File: config.mk
export PLATFORM = sky130hd
export DESIGN_NAME = dptr_unit
export DESIGN_NICKNAME = d
export VERILOG_FILES = /design/src/rtl/dptr_pkg.sv /design/src/rtl/dptr_bank.sv /design/src/rtl/dptr_ctrl.sv /design/src/rtl/dptr_unit.sv
export SDC_FILE = /design/constraint.sdc
export NUM_CORES = 1
export LEC_CHECK = 0
export CORE_AREA = 2 2 113 126
export DETAILED_ROUTE_END_ITERATION = 7
export DIE_AREA = 0 0 115 128
export PLACE_DENSITY = 0.63
export SETUP_SLACK_MARGIN = 0.15
export SYNTH_ARGS = -nofsm -noshare
export SYNTH_HDL_FRONTEND = slang
export SYNTH_SLANG_ARGS = --single-unit
File: constraint.sdc
create_clock -name clk -period 5.9 [get_ports clk]
set_input_delay 1.18 -clock clk [delete_from_list [all_inputs] [get_ports clk]]
set_output_delay 1.18 -clock clk [all_outputs]
set_load 0.1 [all_outputs]
File: src/rtl/dptr_pkg.sv
package dptr_pkg;

    // Step mode codes
    typedef enum logic [1:0] {
        MOD_HOLD = 2'b00,
        MOD_INC  = 2'b01,
        MOD_DEC  = 2'b10,
        MOD_RSVD = 2'b11
    } mod_e;

    // Pointer select states
    typedef enum logic {
        SEL_PRI = 1'b0,
        SEL_SHD = 1'b1
    } sel_e;

    // Register address map
    localparam logic [1:0] RA_LO  = 2'd0;
    localparam logic [1:0] RA_HI  = 2'd1;
    localparam logic [1:0] RA_PG  = 2'd2;
    localparam logic [1:0] RA_CTL = 2'd3;

endpackage

File: src/rtl/dptr_bank.sv
module dptr_bank
    import dptr_pkg::*;
#(
    parameter int BW = 8,
    parameter int NB = 3
) (
    input  logic             clk,
    input  logic             rst_n,
    input  logic             active,
    input  logic             wr_en,
    input  logic [1:0]       wr_idx,
    input  logic [BW-1:0]    wr_data,
    input  logic             step_en,
    input  mod_e             mode,
    output logic [NB*BW-1:0] ptr
);
    localparam int AW = NB * BW;
    localparam logic [AW-1:0] ONE = {{(AW-1){1'b0}}, 1'b1};

    logic [AW-1:0] ptr_q;
    logic [AW-1:0] ptr_d;

    always_comb begin
        ptr_d = ptr_q;
        if (active && wr_en) begin
            for (int b = 0; b < NB; b++) begin
                if (int'(wr_idx) == b) ptr_d[b*BW +: BW] = wr_data;
            end
        end else if (active && step_en) begin
            unique case (mode)
                MOD_INC:  ptr_d = ptr_q + ONE;
                MOD_DEC:  ptr_d = ptr_q - ONE;
                MOD_HOLD,
                MOD_RSVD: ptr_d = ptr_q;
            endcase
        end
    end

    always_ff @(posedge clk) begin
        if (!rst_n) ptr_q <= '0;
        else        ptr_q <= ptr_d;
    end

    assign ptr = ptr_q;


    inactive_hold_chk: assert property (@(posedge clk) disable iff (!rst_n)
        !active |=> $stable(ptr_q));

    inc_step_chk: assert property (@(posedge clk) disable iff (!rst_n)
        (active && step_en && !wr_en && mode == MOD_INC) |=> ptr_q == $past(ptr_q) + ONE);

    dec_step_chk: assert property (@(posedge clk) disable iff (!rst_n)
        (active && step_en && !wr_en && mode == MOD_DEC) |=> ptr_q == $past(ptr_q) - ONE);

    hold_mode_chk: assert property (@(posedge clk) disable iff (!rst_n)
        (!wr_en && (mode == MOD_HOLD || mode == MOD_RSVD)) |=> $stable(ptr_q));

endmodule

File: src/rtl/dptr_ctrl.sv
module dptr_ctrl
    import dptr_pkg::*;
#(
    parameter int BW = 8
) (
    input  logic          clk,
    input  logic          rst_n,
    input  logic          ctl_we,
    input  logic [BW-1:0] ctl_wdata,
    input  logic          acc_go,
    output sel_e          sel,
    output mod_e          mode_pri,
    output mod_e          mode_shd,
    output logic          tog_en,
    output logic [BW-1:0] ctl_rdata
);
    sel_e state_q, state_d;
    mod_e mp_q, ms_q;
    logic tg_q;

    // state register
    always_ff @(posedge clk) begin
        if (!rst_n) state_q <= SEL_PRI;
        else        state_q <= state_d;
    end

    // next state: ctl_load, auto_swap, hold
    always_comb begin
        state_d = state_q;
        if (ctl_we) begin
            state_d = sel_e'(ctl_wdata[0]);
        end else if (acc_go && tg_q) begin
            unique case (state_q)
                SEL_PRI: state_d = SEL_SHD;
                SEL_SHD: state_d = SEL_PRI;
            endcase
        end
    end

    // mode and toggle fields
    always_ff @(posedge clk) begin
        if (!rst_n) begin
            mp_q <= MOD_HOLD;
            ms_q <= MOD_HOLD;
            tg_q <= 1'b0;
        end else if (ctl_we) begin
            mp_q <= mod_e'(ctl_wdata[2:1]);
            ms_q <= mod_e'(ctl_wdata[4:3]);
            tg_q <= ctl_wdata[5];
        end
    end

    // outputs
    always_comb begin
        sel       = state_q;
        mode_pri  = mp_q;
        mode_shd  = ms_q;
        tog_en    = tg_q;
        ctl_rdata = '0;
        ctl_rdata[0]   = state_q;
        ctl_rdata[2:1] = mp_q;
        ctl_rdata[4:3] = ms_q;
        ctl_rdata[5]   = tg_q;
    end


    swap_chk: assert property (@(posedge clk) disable iff (!rst_n)
        (acc_go && !ctl_we && tg_q) |=> state_q != $past(state_q));

    idle_sel_chk: assert property (@(posedge clk) disable iff (!rst_n)
        (!ctl_we && !(acc_go && tg_q)) |=> $stable(state_q));

endmodule

File: src/rtl/dptr_unit.sv
module dptr_unit
    import dptr_pkg::*;
#(
    parameter int BW = 8,
    parameter int NB = 3
) (
    input  logic             clk,
    input  logic             rst_n,
    input  logic             reg_we,
    input  logic [1:0]       reg_waddr,
    input  logic [BW-1:0]    reg_wdata,
    input  logic [1:0]       reg_raddr,
    output logic [BW-1:0]    reg_rdata,
    input  logic             acc_stb,
    output logic [NB*BW-1:0] addr_out
);
    localparam int AW = NB * BW;
    localparam int NP = 2;

    sel_e          sel;
    mod_e          mode_pri, mode_shd;
    logic          tog_en;
    logic [BW-1:0] ctl_rdata;
    logic          ctl_we, byte_we, step_en;
    logic [AW-1:0] ptr [NP];

    assign ctl_we  = reg_we && (reg_waddr == RA_CTL);
    assign byte_we = reg_we && (reg_waddr != RA_CTL);
    assign step_en = acc_stb && !reg_we;

    dptr_ctrl #(.BW(BW)) u_ctrl (
        .clk       (clk),
        .rst_n     (rst_n),
        .ctl_we    (ctl_we),
        .ctl_wdata (reg_wdata),
        .acc_go    (step_en),
        .sel       (sel),
        .mode_pri  (mode_pri),
        .mode_shd  (mode_shd),
        .tog_en    (tog_en),
        .ctl_rdata (ctl_rdata)
    );

    for (genvar i = 0; i < NP; i++) begin : g_ptr
        dptr_bank #(.BW(BW), .NB(NB)) u_bank (
            .clk     (clk),
            .rst_n   (rst_n),
            .active  (int'(sel) == i),
            .wr_en   (byte_we),
            .wr_idx  (reg_waddr),
            .wr_data (reg_wdata),
            .step_en (step_en),
            .mode    ((i == 0) ? mode_pri : mode_shd),
            .ptr     (ptr[i])
        );
    end

    assign addr_out = (sel == SEL_SHD) ? ptr[1] : ptr[0];

    always_comb begin
        reg_rdata = '0;
        unique case (reg_raddr)
            RA_LO:  reg_rdata = addr_out[0*BW +: BW];
            RA_HI:  reg_rdata = addr_out[1*BW +: BW];
            RA_PG:  reg_rdata = addr_out[2*BW +: BW];
            RA_CTL: reg_rdata = ctl_rdata;
        endcase
    end


    wr_blocks_step_chk: assert property (@(posedge clk) disable iff (!rst_n)
        (reg_we && reg_waddr == RA_CTL) |=> $stable(ptr[0]) && $stable(ptr[1]));

    ctl_top_zero_chk: assert property (@(posedge clk) disable iff (!rst_n)
        reg_raddr == RA_CTL |-> reg_rdata[BW-1:6] == '0);

    byte_load_chk: assert property (@(posedge clk) disable iff (!rst_n)
        (reg_we && reg_waddr == RA_LO) |=> addr_out[BW-1:0] == $past(reg_wdata));

endmodule

==> summary.txt <==
final setup fails = 0
relative slew slack = 0.238
clock latency on the worst-skew pair = 300 ps
via count = 6704
clock slew at reported path FFs = 70 ps
RePlAce Congestion = 0.943
crit path buf inv count = 3
share of cells above drive strength 1 = 0.0875
global-route wire length before repair = 33.6 mm
Post-DP HPWL = 15.7 mm
Avg Inst Size Synth = 7.11 sq um
Async SR Flop Fraction = 0
HP Start = u_ctrl.mode_pri[0]
R2R cell count = 11
Max Clk Rate = 0.216 GHz
Filler Cell Count = 1381
Final Critical Period = 4620 ps
flops & latches, synth = 54
htree depth = 2
CP most frequent cell = clkdlybuf4s50_1
outcome = finished, final reports clean
Root Buffer = clkbuf_16
IO Count = 48
Inserted Clock Buffers = 5
drt via density = 6.63
Pwr per Cell Area = 160 mW/mm^2
leakage = 2.29 nW
critical path launch point type = input port
post-synth net total = 900
uppermost layer routed = met4
ranking of synthesized cells by area = dfxtp_1, a21oi_1, nor2_1
R2R Path Start = u_ctrl.mode_shd[0]
die area = 0.0147 sq mm
metal3 WL = 1.12 mm
RSZ-0062 raised after global routing = false
Port Buf Inserts = 47
Unique masters post-synth = 85
Final Max Slew Viols = 0
CP Data Arrival Time = 3440 ps
Synth area leader = dfxtp_1
synthesis-to-finish area growth = 8.12%
largest net degree at the start of global routing = 42
Top FF cell, synth = dfxtp_1
DRT iter0 DRCs = 664
HP Class = reg2reg
maximum vdd drop = 0.000130 V
Layout Nets = 867
setup TNS = 0 ps
Worst path max stage delay = 990 ps
Routed Antenna Nets = 0
Mapped Area = 0.00624 sq mm
initial antenna violation count = 0
Cells after Synth = 878
post-CTS setup repair buffer count = 0
R2R Path End = g_ptr[1].u_bank.ptr[23]
first-pass detailed-route iteration total = 5
sequential area share after synthesis = 0.173
starting density of the core = 0.462
Worst Tran Pin Value = 1140 ps
Synth top area share = 0.173
CORE AREA = 0.0135 sq mm
yosys warns = 0
Worst Path Required = 4720 ps
R2R Setup Slk = 2160 ps
Std-Cell Rows = 45
hold path depth = 2
number of synthesized flops with an enable pin = 0
Remaining Overflow, GRT = 0
CTS Buffer Depth = 2
list of most frequent post-synthesis cells = nor2_1, clkbuf_1, nand2_1, a21oi_1, dfxtp_1
Max-cap violations = 0
Die Ht = 128 um
drt drc = 0
Setup CP Type = in2out
crit-path max FO = 6
GRT Total Usage = 0.289
CTS tree = done
CTS Hold Buffers Added = 0
final core utilization = 0.499
Num Clock Sinks = 54
CP top delay family = buffers and inverters
fin crit share = 0.783
CTS resizes = 0
drt total wl = 21.2 mm
CP max stage cell = clkdlybuf4s50_1
wire length per cell = 20.9 um
Hold EP = u_ctrl.mode_pri[0]
DR WL met2 = 10.4 mm
crit path cell chain = clkdlybuf4s50_1 > clkinv_1 > nand3_1 > o21ai_0 > clkdlybuf4s50_1
met1 WL = 8.90 mm
Die W = 115 um
most numerous cell in the Yosys netlist = nor2_1
clock skew = 4.51 ps
Hold Fails Final Rpt = 0
vias in the first global route = 6009
kind of end point of the critical path = output pin
[metrics by stage]
step           power [W]  instance area [sq um]  setup slack (ps)  hold slack, ps  std cells
2_1_floorplan   0.000656                   6240               788             481        878
5_1_grt          0.00112                   6750              1150             589       1010
4_1_cts          0.00108                   6750              1270             559       1010
3_3_place_gp    0.000733                   6580              1260             529       1002
3_5_place_dp    0.000739                   6580              1270             544       1002
6_report         0.00108                   6750              1280             556       1011
[where the power goes]
group / internal, W / switching, W / leakage [nW]
Combinational: 0.000105 / 0.000212 / 1.77
Clock: 0.000201 / 0.000145 / 0.0781
Sequential: 0.000377 / 0.0000412 / 0.437
[registers in the layout (all words and copies together), names as in the netlist]
signal	cells
u_ctrl.mode_shd	2
u_ctrl.mode_pri	2
u_ctrl.tog_en	1
u_ctrl.sel	1
g_ptr.u_bank.ptr	48
[worst reg2reg max path: cells and delay by family, from the launching register on]
kind            cells  cell delay, ps
buf+inv             2             510
flops               1             350
fa+ha+maj           1             670
simple gates        2             840
mux                 1             230
compound gates      5            1030
[kinds of logic (layout without fill, tap and decap cells)]
group	count (synthesis)	in the layout	synth area share
compound gates	292	292	0.321
mux	45	45	0.0880
other cells	0	1	0
buf+inv	112	80	0.0736
xor+xnor	43	43	0.0603
simple gates	326	326	0.272
flops	54	54	0.173
fa+ha+maj	6	6	0.0120
[final cells by class]
class,count,area (sq um),area share
multi-input cells,712,4710,0.698
flip-flops and latches,54,1080,0.160
clock inverters,1,30.0,0.00445
repair buffers,56,528,0.0782
well taps,164,205,0.0304
diodes,1,2.50,0.000371
clock buffers,7,133,0.0197
inverters,16,60.1,0.00890
[worst max path at each step]
stage	startpoint	endpoint	slack, ps	depth (start not counted)
2_1_floorplan	u_ctrl.sel	reg_rdata[0]	790	4
3_3_place_gp	reg_raddr[0]	reg_rdata[7]	1260	5
3_5_place_dp	reg_raddr[0]	reg_rdata[7]	1270	5
4_1_cts	reg_raddr[0]	reg_rdata[7]	1270	5
5_1_grt	reg_raddr[0]	reg_rdata[7]	1150	5
6_report	reg_raddr[0]	reg_rdata[7]	1280	5
[placed cells by master, fill, tap and decap left out, types with 11 or more instances in the layout]
master / count
nor2_1: 74
nand2_1: 72
a21oi_1: 61
dfxtp_1: 54
o21ai_0: 46
clkdlybuf4s50_1: 43
nand3_1: 26
nor3_1: 26
xnor2_1: 22
xor2_1: 21
o31ai_1: 21
mux2i_1: 20
a22oi_1: 20
mux2_2: 19
or3_1: 16
nor2b_1: 15
nand4_1: 15
inv_1: 14
o31a_1: 13
buf_4: 13
o22ai_1: 12
a31oi_1: 11
[routing by layer]
| layer | global-route usage | vias to the layer above |
|---|---|---|
| met5 | 0 | - |
| met1 | 0.379 | 3213 |
| met4 | 0.115 | 0 |
| li1 | - | 3206 |
| met2 | 0.486 | 247 |
| met3 | 0.0270 | 38 |
Power figures use the tool's default switching activity.
